--- src/rtl/vwr_pkg.sv ---
package vwr_pkg;
   // warning wire positions on warn_in
   localparam int NUM_WARN = 3;
   localparam int W_HOST   = 0;
   localparam int W_OOB    = 1;
   localparam int W_SUS    = 2;
   // outgoing wire positions on out_wires
   localparam int OUT_DONE = 0;
   localparam int OUT_STAT = 1;
   localparam int OUT_ACK0 = 2;
   localparam int OUT_W    = OUT_ACK0 + NUM_WARN;
   typedef logic [OUT_W-1:0] out_vec_t;
endpackage

--- src/rtl/vwr_ack_chan.sv ---
// One warning/acknowledge pair: edge-triggered set, level-held, cleared on drop.
module vwr_ack_chan #(
   parameter bit BOOT_ASSIST = 1'b0,
   parameter bit LINK_CLEAR  = 1'b1
) (
   input  logic clk,
   input  logic rst_n,
   input  logic link_rst,
   input  logic boot_run,
   input  logic warn,
   output logic ack
);
   logic warn_q;
   logic rise;
   logic assist;
   logic link_clr;

   assign rise     = warn & ~warn_q;
   assign assist   = boot_run & warn & BOOT_ASSIST;
   assign link_clr = link_rst & LINK_CLEAR;

   always_ff @(posedge clk) begin
      if (!rst_n) warn_q <= 1'b0;
      else        warn_q <= warn;
   end

   always_ff @(posedge clk) begin
      if (!rst_n)              ack <= 1'b0;
      else if (link_clr)       ack <= 1'b0;
      else if (!warn)          ack <= 1'b0;
      else if (rise || assist) ack <= 1'b1;
   end
endmodule

--- src/rtl/vwr_boot_seq.sv ---
// Boot acknowledge pass after power-loss reset and after every link reset.
module vwr_boot_seq (
   input  logic clk,
   input  logic rst_n,
   input  logic link_rst,
   output logic boot_run,
   output logic boot_done,
   output logic boot_status,
   output logic oob_ready
);
   always_ff @(posedge clk) begin
      if (!rst_n)        boot_run <= 1'b1;
      else if (link_rst) boot_run <= 1'b1;
      else               boot_run <= 1'b0;
   end

   always_ff @(posedge clk) begin
      if (!rst_n) begin
         boot_done   <= 1'b0;
         boot_status <= 1'b0;
      end else if (boot_run && !boot_status) begin
         boot_done   <= 1'b1;
         boot_status <= 1'b1;
      end
   end

   always_ff @(posedge clk) begin
      if (!rst_n)        oob_ready <= 1'b0;
      else if (link_rst) oob_ready <= 1'b1;
   end
endmodule

--- src/rtl/vwr_plt_track.sv ---
// Platform reset level tracker with unknown start state.
module vwr_plt_track (
   input  logic clk,
   input  logic rst_n,
   input  logic upd,
   input  logic plt_in,
   output logic level,
   output logic valid,
   output logic chg
);
   logic plt_q;
   logic rec;

   assign rec = valid ? (plt_in != level) : (upd || (plt_in != plt_q));

   always_ff @(posedge clk) begin
      if (!rst_n) begin
         plt_q <= 1'b0;
         level <= 1'b0;
         valid <= 1'b0;
         chg   <= 1'b0;
      end else begin
         plt_q <= plt_in;
         chg   <= rec;
         if (rec) begin
            level <= plt_in;
            valid <= 1'b1;
         end
      end
   end
endmodule

--- src/rtl/vwr_tx_merge.sv ---
// Shadow copy of the last sent vector; strobe flags any difference.
module vwr_tx_merge #(
   parameter int W = 5
) (
   input  logic         clk,
   input  logic         rst_n,
   input  logic [W-1:0] cur,
   output logic         strobe
);
   logic [W-1:0] sent_q;

   assign strobe = (cur != sent_q);

   always_ff @(posedge clk) begin
      if (!rst_n) sent_q <= '0;
      else        sent_q <= cur;
   end
endmodule

--- src/rtl/vw_sysevt_responder.sv ---
module vw_sysevt_responder
   import vwr_pkg::*;
#(
   parameter logic [NUM_WARN-1:0] BOOT_ASSIST_MASK    = 3'b100,
   parameter bit                  LINK_RST_CLEARS_ACK = 1'b1
) (
   input  logic                clk,
   input  logic                rst_n,
   input  logic                link_rst,
   input  logic                sysevt_upd,
   input  logic [NUM_WARN-1:0] warn_in,
   input  logic                plt_rst_in,
   output logic [OUT_W-1:0]    out_wires,
   output logic                out_strobe,
   output logic                oob_ready,
   output logic                plt_level,
   output logic                plt_valid,
   output logic                plt_chg
);
   localparam int ACK_HI = OUT_ACK0 + NUM_WARN - 1;

   if (NUM_WARN < 1) begin : g_bad_count
      $error("vw_sysevt_responder: at least one warning wire is needed");
   end
   if (OUT_W > 32) begin : g_bad_width
      $error("vw_sysevt_responder: outgoing vector wider than 32 bits");
   end

   logic                boot_run;
   logic                boot_done;
   logic                boot_status;
   logic [NUM_WARN-1:0] acks;
   out_vec_t            cur;

   vwr_boot_seq u_boot (
      .clk         (clk),
      .rst_n       (rst_n),
      .link_rst    (link_rst),
      .boot_run    (boot_run),
      .boot_done   (boot_done),
      .boot_status (boot_status),
      .oob_ready   (oob_ready)
   );

   for (genvar i = 0; i < NUM_WARN; i++) begin : g_chan
      vwr_ack_chan #(
         .BOOT_ASSIST (BOOT_ASSIST_MASK[i]),
         .LINK_CLEAR  (LINK_RST_CLEARS_ACK)
      ) u_chan (
         .clk      (clk),
         .rst_n    (rst_n),
         .link_rst (link_rst),
         .boot_run (boot_run),
         .warn     (warn_in[i]),
         .ack      (acks[i])
      );
   end

   always_comb begin
      cur                  = '0;
      cur[OUT_DONE]        = boot_done;
      cur[OUT_STAT]        = boot_status;
      cur[ACK_HI:OUT_ACK0] = acks;
   end

   assign out_wires = cur;

   vwr_tx_merge #(.W(OUT_W)) u_merge (
      .clk    (clk),
      .rst_n  (rst_n),
      .cur    (cur),
      .strobe (out_strobe)
   );

   vwr_plt_track u_plt (
      .clk    (clk),
      .rst_n  (rst_n),
      .upd    (sysevt_upd),
      .plt_in (plt_rst_in),
      .level  (plt_level),
      .valid  (plt_valid),
      .chg    (plt_chg)
   );
endmodule

--- config.mk ---
export PLATFORM = sky130hd
export DESIGN_NAME = vw_sysevt_responder
export DESIGN_NICKNAME = d
export VERILOG_FILES = /design/src/rtl/vwr_pkg.sv /design/src/rtl/vwr_ack_chan.sv /design/src/rtl/vwr_boot_seq.sv /design/src/rtl/vwr_plt_track.sv /design/src/rtl/vwr_tx_merge.sv /design/src/rtl/vw_sysevt_responder.sv
export SDC_FILE = /design/constraint.sdc
export NUM_CORES = 1
export LEC_CHECK = 0
export BUFFER_PORTS_ARGS = -buffer_cell sky130_fd_sc_hd__buf_2
export CAP_MARGIN = 20
export CORE_AREA = 2 2 39 41
export DETAILED_ROUTE_END_ITERATION = 7
export DIE_AREA = 0 0 41 43
export PLACE_DENSITY_LB_ADDON = 0.08
export SYNTH_ARGS = -nofsm -noshare
export SYNTH_HDL_FRONTEND = slang
export SYNTH_SLANG_ARGS = --single-unit
--- constraint.sdc ---
create_clock -name clk -period 2.1 [get_ports clk]
set_input_delay 0.21 -clock clk [delete_from_list [all_inputs] [get_ports clk]]
set_output_delay 0.21 -clock clk [all_outputs]
set_load 0.02 [all_outputs]
==> flow_metrics.env, run 1 <==
export IMPL_status="completed"
export IMPL_worst_pin_slew_ns=0.258
export IMPL_synth_edf_count=0
export IMPL_placedCellCount=86
export IMPL_core_area_mm2=0.00138
export IMPL_synth_fa_ha_area_share_pct=0
export IMPL_synth_top_cell_area_share_pct=56.2
export IMPL_syn_inst=58
export IMPL_gp_congestion=0.623
export IMPL_cts_resized=0
export IMPL_synth_most_common_cell="dfxtp_1"
export IMPL_die_x_um=41
export IMPL_async_reset_ff_share_pct=0
export IMPL_ctsHtreeMaxLevel=1
export IMPL_drtAntennaViolNets=0
export IMPL_start_util_pct=43.8
export IMPL_ir_drop_mv=0.426
export IMPL_holdCritPathClass="in -> reg"
export IMPL_ys_seq_elements=17
export IMPL_instances_no_fill=90
export IMPL_fin_setup_tns_ns=0
export IMPL_synth_avg_cell_area_um2=10.4
export IMPL_rsz0062_at_grt="no"
export IMPL_numCtsBuffers=3
export IMPL_grt_first_pass_wirelength_um=1590
export IMPL_cp_end_kind="output port"
export IMPL_synth_top_family_by_area="simple AND/OR/NAND/NOR gates"
export IMPL_skew_ns=0.00295
export IMPL_wire_per_inst_um=10.7
export IMPL_vias=421
export IMPL_synthMuxAreaShare_pct=0
export IMPL_r2r_start="u_plt.valid"
export IMPL_finish_net_count=83
export IMPL_drc=0
export IMPL_synth_compound_area_share_pct=6.20
export IMPL_ys_top_cells_by_area="dfxtp_1 (56%), xnor2_1 (8.7%), and2_1 (8.3%)"
export IMPL_syn_area_um2=606
export IMPL_rows=14
export IMPL_cts_sinks=17
export IMPL_die_area_mm2=0.00176
export IMPL_die_h_um=43
export IMPL_power_leakage_nw=0.317
export IMPL_hold_path_cell_count=2
export IMPL_grt_max_degree=11
export IMPL_min_to="g_chan[0].u_chan.warn_q"
export IMPL_drv_slew=0
export IMPL_synth_fp_nets=66
export IMPL_postCtsHoldBufs=0
export IMPL_reg2reg_slack_ns=0.94
export IMPL_cts_buffer_depth=2
export IMPL_hp_start="warn_in[0]"
export IMPL_rr_endpoint="u_plt.level"
export IMPL_port_buffer_count=17
export IMPL_post_cts_buffers=0
export IMPL_holdWs_ns=0.138
export IMPL_critPathLaunchType="flip-flop"
export IMPL_fmax_ghz=0.772
export IMPL_drtIter0Drc=3
export IMPL_drive_above_1_share_pct=28.4
export IMPL_cp_arrival_ns=1.09
export IMPL_yosys_area_share_simple_pct=20.9
export IMPL_clock_latency_ns=0.28
export IMPL_detail_route_first_pass_iterations=2
export IMPL_powerDensity_mw_per_mm2=846
export IMPL_total_power_w=0.000593
export IMPL_path_class="reg -> out"
export IMPL_via_per_inst=4.68
export IMPL_cts_clk_slew_worst_paths_ns=0.09
export IMPL_clockRootBuffer="clkbuf_4"
export IMPL_finalCriticalPeriod_ns=1.30
export IMPL_synth_commonest_cells="dfxtp_1 (17), and2_1 (8), xnor2_1 (6), buf_4 (5), nor2_1 (5)"
export IMPL_synth_area_leader_cell="dfxtp_1"
export IMPL_synth_xor_area_share_pct=8.68
export IMPL_num_antenna_cells=0
export IMPL_ys_flop_type="dfxtp_1"
export IMPL_ys_warn_count=0
export IMPL_grt_pass1_vias=388
export IMPL_critPathLaunch="g_chan[1].u_chan.ack"
export IMPL_path_max_fanout=4
export IMPL_postLayoutCellArea_um2=701
export IMPL_drv_cap=0
export IMPL_cts_tree="built"
export IMPL_relSlewSlack_pct=82.7
export IMPL_hpwlAfterDp_um=702
export IMPL_yosysUniqueCellTypes=17
export IMPL_grt_usage_pct=14.4
export IMPL_cp_required_ns=1.89
export IMPL_synth_seq_area_share_pct=56.2
export IMPL_rr_worst_depth=2
export IMPL_wirelength_um=965
export IMPL_antenna_found_initial=0
export IMPL_grt_ovfl_total=0
export IMPL_io_pins=18
export IMPL_period_share_pct=61.7
export IMPL_dpl_cell_area_um2=673
export IMPL_areaGrowthSynthToFinish_pct=15.7
export IMPL_hold_viol_final=0
export IMPL_setup_viol=0
state kept, by name, summed over array words and instances, names as in the netlist:
name and flops:
u_plt.level 1, u_plt.chg 1, u_plt.valid 1, g_chan.u_chan.warn_q 3, u_boot.boot_done 1, u_merge.sent_q 4
g_chan.u_chan.ack 3, u_boot.boot_run 1, u_boot.oob_ready 1, u_plt.plt_q 1
metal layers:
metal  vias up  share of wire, %  track usage (%)  routed length, um
met1       191                47             18.2                452
met5         -                 0                0                  0
met3         2               6.0             4.71                 58
met2        11                45             18.8                438
li1        217                 -                -                  -
met4         0               1.6             12.0                 15
through the flow:
step                      utilization (%)  setup WS [ns]
after floorplan                         -          0.928
after global placement               48.6           1.01
after detailed placement             48.6          0.968
after CTS                            50.6          0.761
after global routing                 50.6          0.691
final                                50.6          0.805
logic make-up after synthesis:
kind of cell    Yosys count
compound gates            5
xor+xnor                  6
buf+inv                   8
flops                    17
simple gates             22
how the worst max path moves through the flow:
| stage | endpoint | slack, ns | cells after the start |
|---|---|---|---|
| floorplan | u_plt.level | 0.93 | 2 |
| global placement | u_plt.level | 1.01 | 2 |
| detailed placement | u_plt.level | 0.97 | 2 |
| CTS | out_strobe | 0.76 | 3 |
| global route | out_strobe | 0.69 | 3 |
| finish | out_strobe | 0.80 | 3 |
final cells by class:
cell class,count,area [um2]
Sequential cell,17,340
Tap cell,16,20.0
Timing Repair Buffer,17,85.1
Fill cell,134,683
Clock buffer,3,22.5
Multi-Input combinational cell,33,216
Inverter,3,11.3
Clock inverter,1,5.00
worst max-delay path, stage by stage, from the launching register on:
cell	delay, ns
dfxtp_1	0.35
xnor2_1	0.19
nand4_1	0.10
buf_2	0.16
power by group:
part           leakage [nW]  internal (W)  switching [W]
sequential            0.141      0.000340      0.0000115
combinational         0.158     0.0000326      0.0000414
clock                0.0177     0.0000707      0.0000966
cells in the final DEF, fill, tap and decap left out, drive strengths merged:
| cell type | count |
|---|---|
| dfxtp | 17 |
| buf | 17 |
| and2 | 8 |
| xnor2 | 6 |
| nor2 | 5 |
| nand2b | 3 |
| inv | 3 |
| clkbuf | 3 |
| and3 | 2 |
| nor2b | 1 |
| a221oi | 1 |
| a21oi | 1 |
| nand2 | 1 |
| or4b | 1 |
| o21ai | 1 |
| a41oi | 1 |
| o311a | 1 |
| nand4 | 1 |
| clkinv | 1 |
(Power assumes the default switching activity.)
==> run 2: changes to the inputs <==
--- a/config.mk
+++ b/config.mk
@@ -5,11 +5,11 @@
 export SDC_FILE = /design/constraint.sdc
 export NUM_CORES = 1
 export LEC_CHECK = 0
+export ABC_AREA = 1
 export BUFFER_PORTS_ARGS = -buffer_cell sky130_fd_sc_hd__buf_2
 export CAP_MARGIN = 20
-export CORE_AREA = 2 2 39 41
+export CORE_UTILIZATION = 48
 export DETAILED_ROUTE_END_ITERATION = 7
-export DIE_AREA = 0 0 41 43
 export PLACE_DENSITY_LB_ADDON = 0.08
 export SYNTH_ARGS = -nofsm -noshare
 export SYNTH_HDL_FRONTEND = slang
==> constraint.sdc (replaced) <==
create_clock -name clk -period 1.2 [get_ports clk]
set_input_delay 0.12 -clock clk [delete_from_list [all_inputs] [get_ports clk]]
set_output_delay 0.12 -clock clk [all_outputs]
set_load 0.02 [all_outputs]
==> flow_metrics.env, run 2 <==
export IMPL_skew_ns=0.00213
export IMPL_start_util_pct=51.4
export IMPL_hold_viol_final=0
export IMPL_synth_avg_cell_area_um2=7.69
export IMPL_synth_seq_area_share_pct=50.8
export IMPL_syn_area_um2=669
export IMPL_synth_most_common_cell="nand2_1"
export IMPL_cp_cell_sequence="xor2_1 > nor2_1 > nand2_1 > buf_6"
export IMPL_drv_slew=0
export IMPL_setup_viol=0
export IMPL_grt_max_degree=13
export IMPL_wire_per_inst_um=7.83
export IMPL_drive_above_1_share_pct=32.7
export IMPL_grt_first_pass_wirelength_um=1440
export IMPL_reg_top3="u_merge.sent_q: 4 flops, g_chan.u_chan.ack: 3 flops, g_chan.u_chan.warn_q: 3 flops"
export IMPL_status="completed"
export IMPL_yosysUniqueCellTypes=12
export IMPL_crit_buf_inv=1
export IMPL_die_area_mm2=0.00155
export IMPL_critPathLaunchType="flip-flop"
export IMPL_cp_required_ns=1.08
export IMPL_antenna_found_initial=0
export IMPL_detail_route_first_pass_iterations=1
export IMPL_powerDensity_mw_per_mm2=1350
export IMPL_cp_arrival_ns=1.06
export IMPL_relSlewSlack_pct=84.3
export IMPL_max_stage_delay_ns=0.35
export IMPL_synth_fp_nets=95
export IMPL_areaGrowthSynthToFinish_pct=16.6
export IMPL_path_class="reg -> out"
export IMPL_wirelength_um=932
export IMPL_clock_latency_ns=0.28
export IMPL_cp_end_kind="output port"
export IMPL_finish_net_count=113
export IMPL_finalCriticalPeriod_ns=1.18
export IMPL_crit_family="flip-flops"
export IMPL_die_x_um=39.3
export IMPL_critPathSlowestCell="dfxtp_2"
export IMPL_port_buffer_count=17
export IMPL_rows=13
export IMPL_ys_top_cells_by_area="dfxtp_1 (51%), nand2_1 (13%), inv_1 (12%)"
export IMPL_cts_tree="built"
export IMPL_io_pins=18
export IMPL_final_cell_mix="nand2_1 (22), inv_1 (20), buf_2 (16)"
export IMPL_period_share_pct=98.1
export IMPL_postCtsHoldBufs=0
export IMPL_mostFrequentLayoutCell="nand2_1"
export IMPL_fmax_ghz=0.849
export IMPL_power_leakage_nw=0.474
export IMPL_synth_commonest_cells="nand2_1 (23), inv_1 (22), dfxtp_1 (17), nor2_1 (8), buf_4 (5)"
export IMPL_ctsHtreeMaxLevel=1
export IMPL_numCtsBuffers=3
export IMPL_multi_input_area_um2=200
export IMPL_drtAntennaViolNets=0
export IMPL_clockRootBuffer="clkbuf_4"
export IMPL_cts_sinks=17
export IMPL_regArea_um2=347
export IMPL_synth_edf_count=0
export IMPL_ys_warn_count=0
export IMPL_total_power_w=0.00105
export IMPL_cts_buffer_depth=2
export IMPL_ys_seq_elements=17
export IMPL_core_area_mm2=0.00130
export IMPL_largest_reg_flops=4
export IMPL_die_h_um=39.3
export IMPL_path_max_fanout=4
export IMPL_drc=0
export IMPL_largest_register="u_merge.sent_q"
export IMPL_num_antenna_cells=0
export IMPL_hpwlAfterDp_um=694
export IMPL_drtIter0Drc=0
export IMPL_grt_usage_pct=14.2
export IMPL_grt_pass1_vias=388
export IMPL_gp_congestion=0.647
export IMPL_synth_area_leader_cell="dfxtp_1"
export IMPL_holdCritPathClass="in -> reg"
export IMPL_placedCellCount=113
export IMPL_grt_ovfl_total=0
export IMPL_syn_inst=87
export IMPL_nFillCells=133
export IMPL_cts_clk_slew_worst_paths_ns=0.09
export IMPL_synth_top_cell_area_share_pct=50.8
export IMPL_instances_no_fill=119
export IMPL_ys_flop_type="dfxtp_1"
export IMPL_async_reset_ff_share_pct=0
export IMPL_via_per_inst=4.27
export IMPL_ir_drop_mv=0.689
export IMPL_worst_pin_slew_ns=0.235
export IMPL_drv_cap=0
export IMPL_rsz0062_at_grt="yes"
export IMPL_vias=508
[run 2: worst paths after layout]
path / startpoint / slack, ns / depth (start not counted) / end
worst min-delay path: warn_in[1] / 0.04 / 3 / g_chan[1].u_chan.warn_q
worst min register to register: g_chan[1].u_chan.warn_q / 0.42 / 1 / g_chan[1].u_chan.ack
worst max register to register: u_plt.valid / 0.38 / 4 / u_plt.chg
worst max-delay path: g_chan[1].u_chan.ack / 0.02 / 4 / out_strobe
[run 2: power breakdown]
part / leakage (nW) / switching (W) / internal (W) / total [W]
sequential: 0.142 / 0.0000172 / 0.000596 / 0.000613
combinational: 0.317 / 0.0000862 / 0.0000584 / 0.000145
clock: 0.0150 / 0.000165 / 0.000129 / 0.000293
[run 2: area by class of cell]
cell class | count | area share [%]
Sequential cell | 17 | 44.4
Multi-Input combinational cell | 42 | 25.6
Timing Repair Buffer | 19 | 13.6
Inverter | 22 | 10.6
Clock buffer | 4 | 3.37
Tap cell | 15 | 2.40
[run 2: layer usage]
layer	part of all wire, %	wire [um]	GRT usage (%)
met3	4.9	46	3.41
met1	49	453	15.7
met4	1.3	12	7.76
met5	0	0	0
met2	45	419	24.6
[run 2: worst register-to-register path, delay by kind of cell (launching register included)]
family | cells | cell delay, ns
AND/OR/NAND/NOR | 4 | 0.40
flip-flops | 1 | 0.33
[run 2: repair_timing]
action                     4_1_cts  5_1_grt
resized for setup                6        4
pin swaps                        0        4
setup endpoints to repair        1        1
setup buffers                    1        1
[run 2: cells by family (layout without fill, tap and decap cells)]
family	after synthesis	in the layout	share of synthesized area, %
xor+xnor	2	2	2.62
simple gates	37	37	22.4
buf+inv	28	45	19.6
flops	17	17	50.8
compound gates	3	3	4.48
[run 2: per-stage QoR]
step / util, % / hold WS, ns / TNS (ns) / worst slack, ns / area, um2
after floorplan: - / 0.192 / 0 / 0.351 / 669
after global placement: 55.7 / 0.329 / 0 / 0.267 / 724
after detailed placement: 55.7 / 0.330 / 0 / 0.262 / 724
after CTS: 59.1 / 0.0403 / 0 / 0.00520 / 769
after global routing: 60.0 / 0.0388 / -0.0574 / -0.0574 / 781
final: 60.0 / 0.0402 / 0 / 0.0223 / 781
==> run 3: changes to the inputs <==
--- a/config.mk
+++ b/config.mk
@@ -11,6 +11,7 @@
 export CORE_UTILIZATION = 48
 export DETAILED_ROUTE_END_ITERATION = 7
 export PLACE_DENSITY_LB_ADDON = 0.08
+export RECOVER_POWER = 25
 export SYNTH_ARGS = -nofsm -noshare
 export SYNTH_HDL_FRONTEND = slang
 export SYNTH_SLANG_ARGS = --single-unit
==> constraint.sdc (replaced) <==
create_clock -name clk -period 1.1 [get_ports clk]
set_input_delay 0.11 -clock clk [delete_from_list [all_inputs] [get_ports clk]]
set_output_delay 0.11 -clock clk [all_outputs]
set_load 0.02 [all_outputs]
==> flow_metrics.env, run 3 (same netlist as run 2, synthesis figures left out) <==
export IMPL_grt_usage_pct=14.2
export IMPL_critPathLaunch="u_boot.boot_done"
export IMPL_holdCritPathClass="in -> reg"
export IMPL_grt_ovfl_total=0
export IMPL_hpwlAfterDp_um=694
export IMPL_gp_congestion=0.647
export IMPL_die_area_mm2=0.00155
export IMPL_hold_viol_final=0
export IMPL_detail_route_first_pass_iterations=2
export IMPL_critPathSlowestCell="dfxtp_2"
export IMPL_power_leakage_nw=0.476
export IMPL_grt_max_degree=13
export IMPL_pre_cts_slack_ns=0.172
export IMPL_die_x_um=39.3
export IMPL_reg_top3="u_merge.sent_q: 4 flops, g_chan.u_chan.ack: 3 flops, g_chan.u_chan.warn_q: 3 flops"
export IMPL_drv_cap=0
export IMPL_power_switching_fraction_pct=25.5
export IMPL_cpMostUsedCell="nand2_1"
export IMPL_period_share_pct=106
export IMPL_path_class="reg -> out"
export IMPL_antenna_found_initial=0
export IMPL_core_area_mm2=0.00130
export IMPL_max_stage_delay_ns=0.36
export IMPL_die_h_um=39.3
export IMPL_cts_sinks=17
export IMPL_critPathLaunchType="flip-flop"
export IMPL_fin_setup_tns_ns=-0.0681
export IMPL_rsz0062_at_grt="yes"
export IMPL_cp_end_kind="output port"
export IMPL_rows=13
export IMPL_clkPwrFrac_pct=27.9
export IMPL_largest_reg_flops=4
export IMPL_internal_power_w=0.000855
export IMPL_reg2reg_slack_ns=0.27
export IMPL_wirelength_um=942
export IMPL_fin_ws_ns=-0.0681
export IMPL_vias=518
export IMPL_postLayoutCellArea_um2=787
export IMPL_finalCriticalPeriod_ns=1.17
export IMPL_cts_buffer_depth=2
export IMPL_power_frac_seq_pct=58.2
export IMPL_worst_pin_slew_ns=0.559
export IMPL_drv_slew=0
export IMPL_largest_register="u_merge.sent_q"
export IMPL_cts_tree="built"
export IMPL_io_pins=18
export IMPL_clock_latency_ns=0.27
export IMPL_drtIter0Drc=1
export IMPL_holdWs_ns=0.0307
export IMPL_cp_required_ns=0.99
export IMPL_r2r_start="u_plt.valid"
export IMPL_num_antenna_cells=0
export IMPL_finish_net_count=114
export IMPL_via_per_inst=4.32
export IMPL_areaGrowthSynthToFinish_pct=17.6
export IMPL_start_util_pct=51.4
export IMPL_switchingPower_w=0.000293
export IMPL_ir_drop_mv=0.754
export IMPL_dpl_cell_area_um2=724
export IMPL_grt_first_pass_wirelength_um=1440
export IMPL_path_depth=6
export IMPL_clockRootBuffer="clkbuf_4"
export IMPL_drtAntennaViolNets=0
export IMPL_wire_per_inst_um=7.85
export IMPL_grt_pass1_vias=389
export IMPL_final_cell_mix="nand2_1 (22), inv_1 (20), buf_2 (15)"
export IMPL_rr_worst_depth=4
export IMPL_drive_above_1_share_pct=32.4
export IMPL_cp_endpoint="out_strobe"
export IMPL_rr_endpoint="u_plt.chg"
export IMPL_mostFrequentLayoutCell="nand2_1"
export IMPL_crit_buf_inv=2
export IMPL_path_max_fanout=4
export IMPL_drc=0
export IMPL_fmax_ghz=0.856
export IMPL_status="finished, violations left"
export IMPL_port_buffer_count=17
export IMPL_comb_power_share_pct=14.0
export IMPL_violations="setup timing"
export IMPL_ctsHtreeMaxLevel=1
export IMPL_cp_arrival_ns=1.06
export IMPL_setup_viol=1
export IMPL_skew_ns=0.00109
export IMPL_numCtsBuffers=3
export IMPL_relSlewSlack_pct=62.7
export IMPL_crit_family="flip-flops"
export IMPL_cp_cell_sequence="inv_2 > nand2_2 > nand2_1 > nor2_1 > nand2_1 > buf_6"
export IMPL_postCtsHoldBufs=0
export IMPL_powerDensity_mw_per_mm2=1460
export IMPL_cts_clk_slew_worst_paths_ns=0.09
[run 3: cell count changes in the layout (fill, tap and decap cells not counted), sizes merged]
cell,before,now
clkbuf,4,5
[run 3: tightest hold or removal path, cell delays in order]
cell     delay [ns]
buf_2          0.08
nand2_2        0.05
inv_1          0.04
[run 3: how the worst min path moves through the flow]
stage	depth (start not counted)	end	start
2_1_floorplan	1	g_chan[1].u_chan.ack	link_rst
3_3_place_gp	3	g_chan[1].u_chan.warn_q	warn_in[1]
3_5_place_dp	3	g_chan[1].u_chan.warn_q	warn_in[1]
4_1_cts	3	g_chan[1].u_chan.warn_q	warn_in[1]
5_1_grt	3	g_chan[1].u_chan.warn_q	warn_in[1]
6_report	3	g_chan[1].u_chan.warn_q	warn_in[1]
[run 3: power by group through the flow]
stage	logic (W)	clock network [W]	registers, W
after detailed placement	0.000146	0	0.000681
after floorplan	0.0000976	0	0.000694
final	0.000160	0.000320	0.000668
after global placement	0.000144	0	0.000680
after CTS	0.000162	0.000328	0.000667
after global routing	0.000182	0.000356	0.000672
[run 3: what timing repair did]
action / CTS / global route
gates cloned: 0 / 0
endpoints found under the setup margin: 1 / 1
buffers inserted: 3 / 0
pin swaps: 3 / 3
resized for setup: 6 / 4
[run 3: layout make-up]
| type | instances | area [um2] |
|---|---|---|
| Fill cell | 133 | 514 |
| Sequential cell | 17 | 347 |
| Clock buffer | 4 | 26.3 |
| Multi-Input combinational cell | 42 | 200 |
| Timing Repair Buffer | 20 | 113 |
| Inverter | 22 | 82.6 |
| Tap cell | 15 | 18.8 |
[run 3: routing by layer]
metal	global-route usage [%]	up-vias	part of all wire, %
li1	-	284	-
met4	7.76	0	1.3
met3	3.41	2	4.9
met5	0	-	0
met2	24.6	12	46
met1	15.7	220	48
[run 3: metrics by stage]
step	total power [W]	instances	util, %
2_1_floorplan	0.000791	87	-
3_3_place_gp	0.000824	113	55.7
3_5_place_dp	0.000827	113	55.7
4_1_cts	0.00116	120	60.3
5_1_grt	0.00121	120	60.5
6_report	0.00115	120	60.5
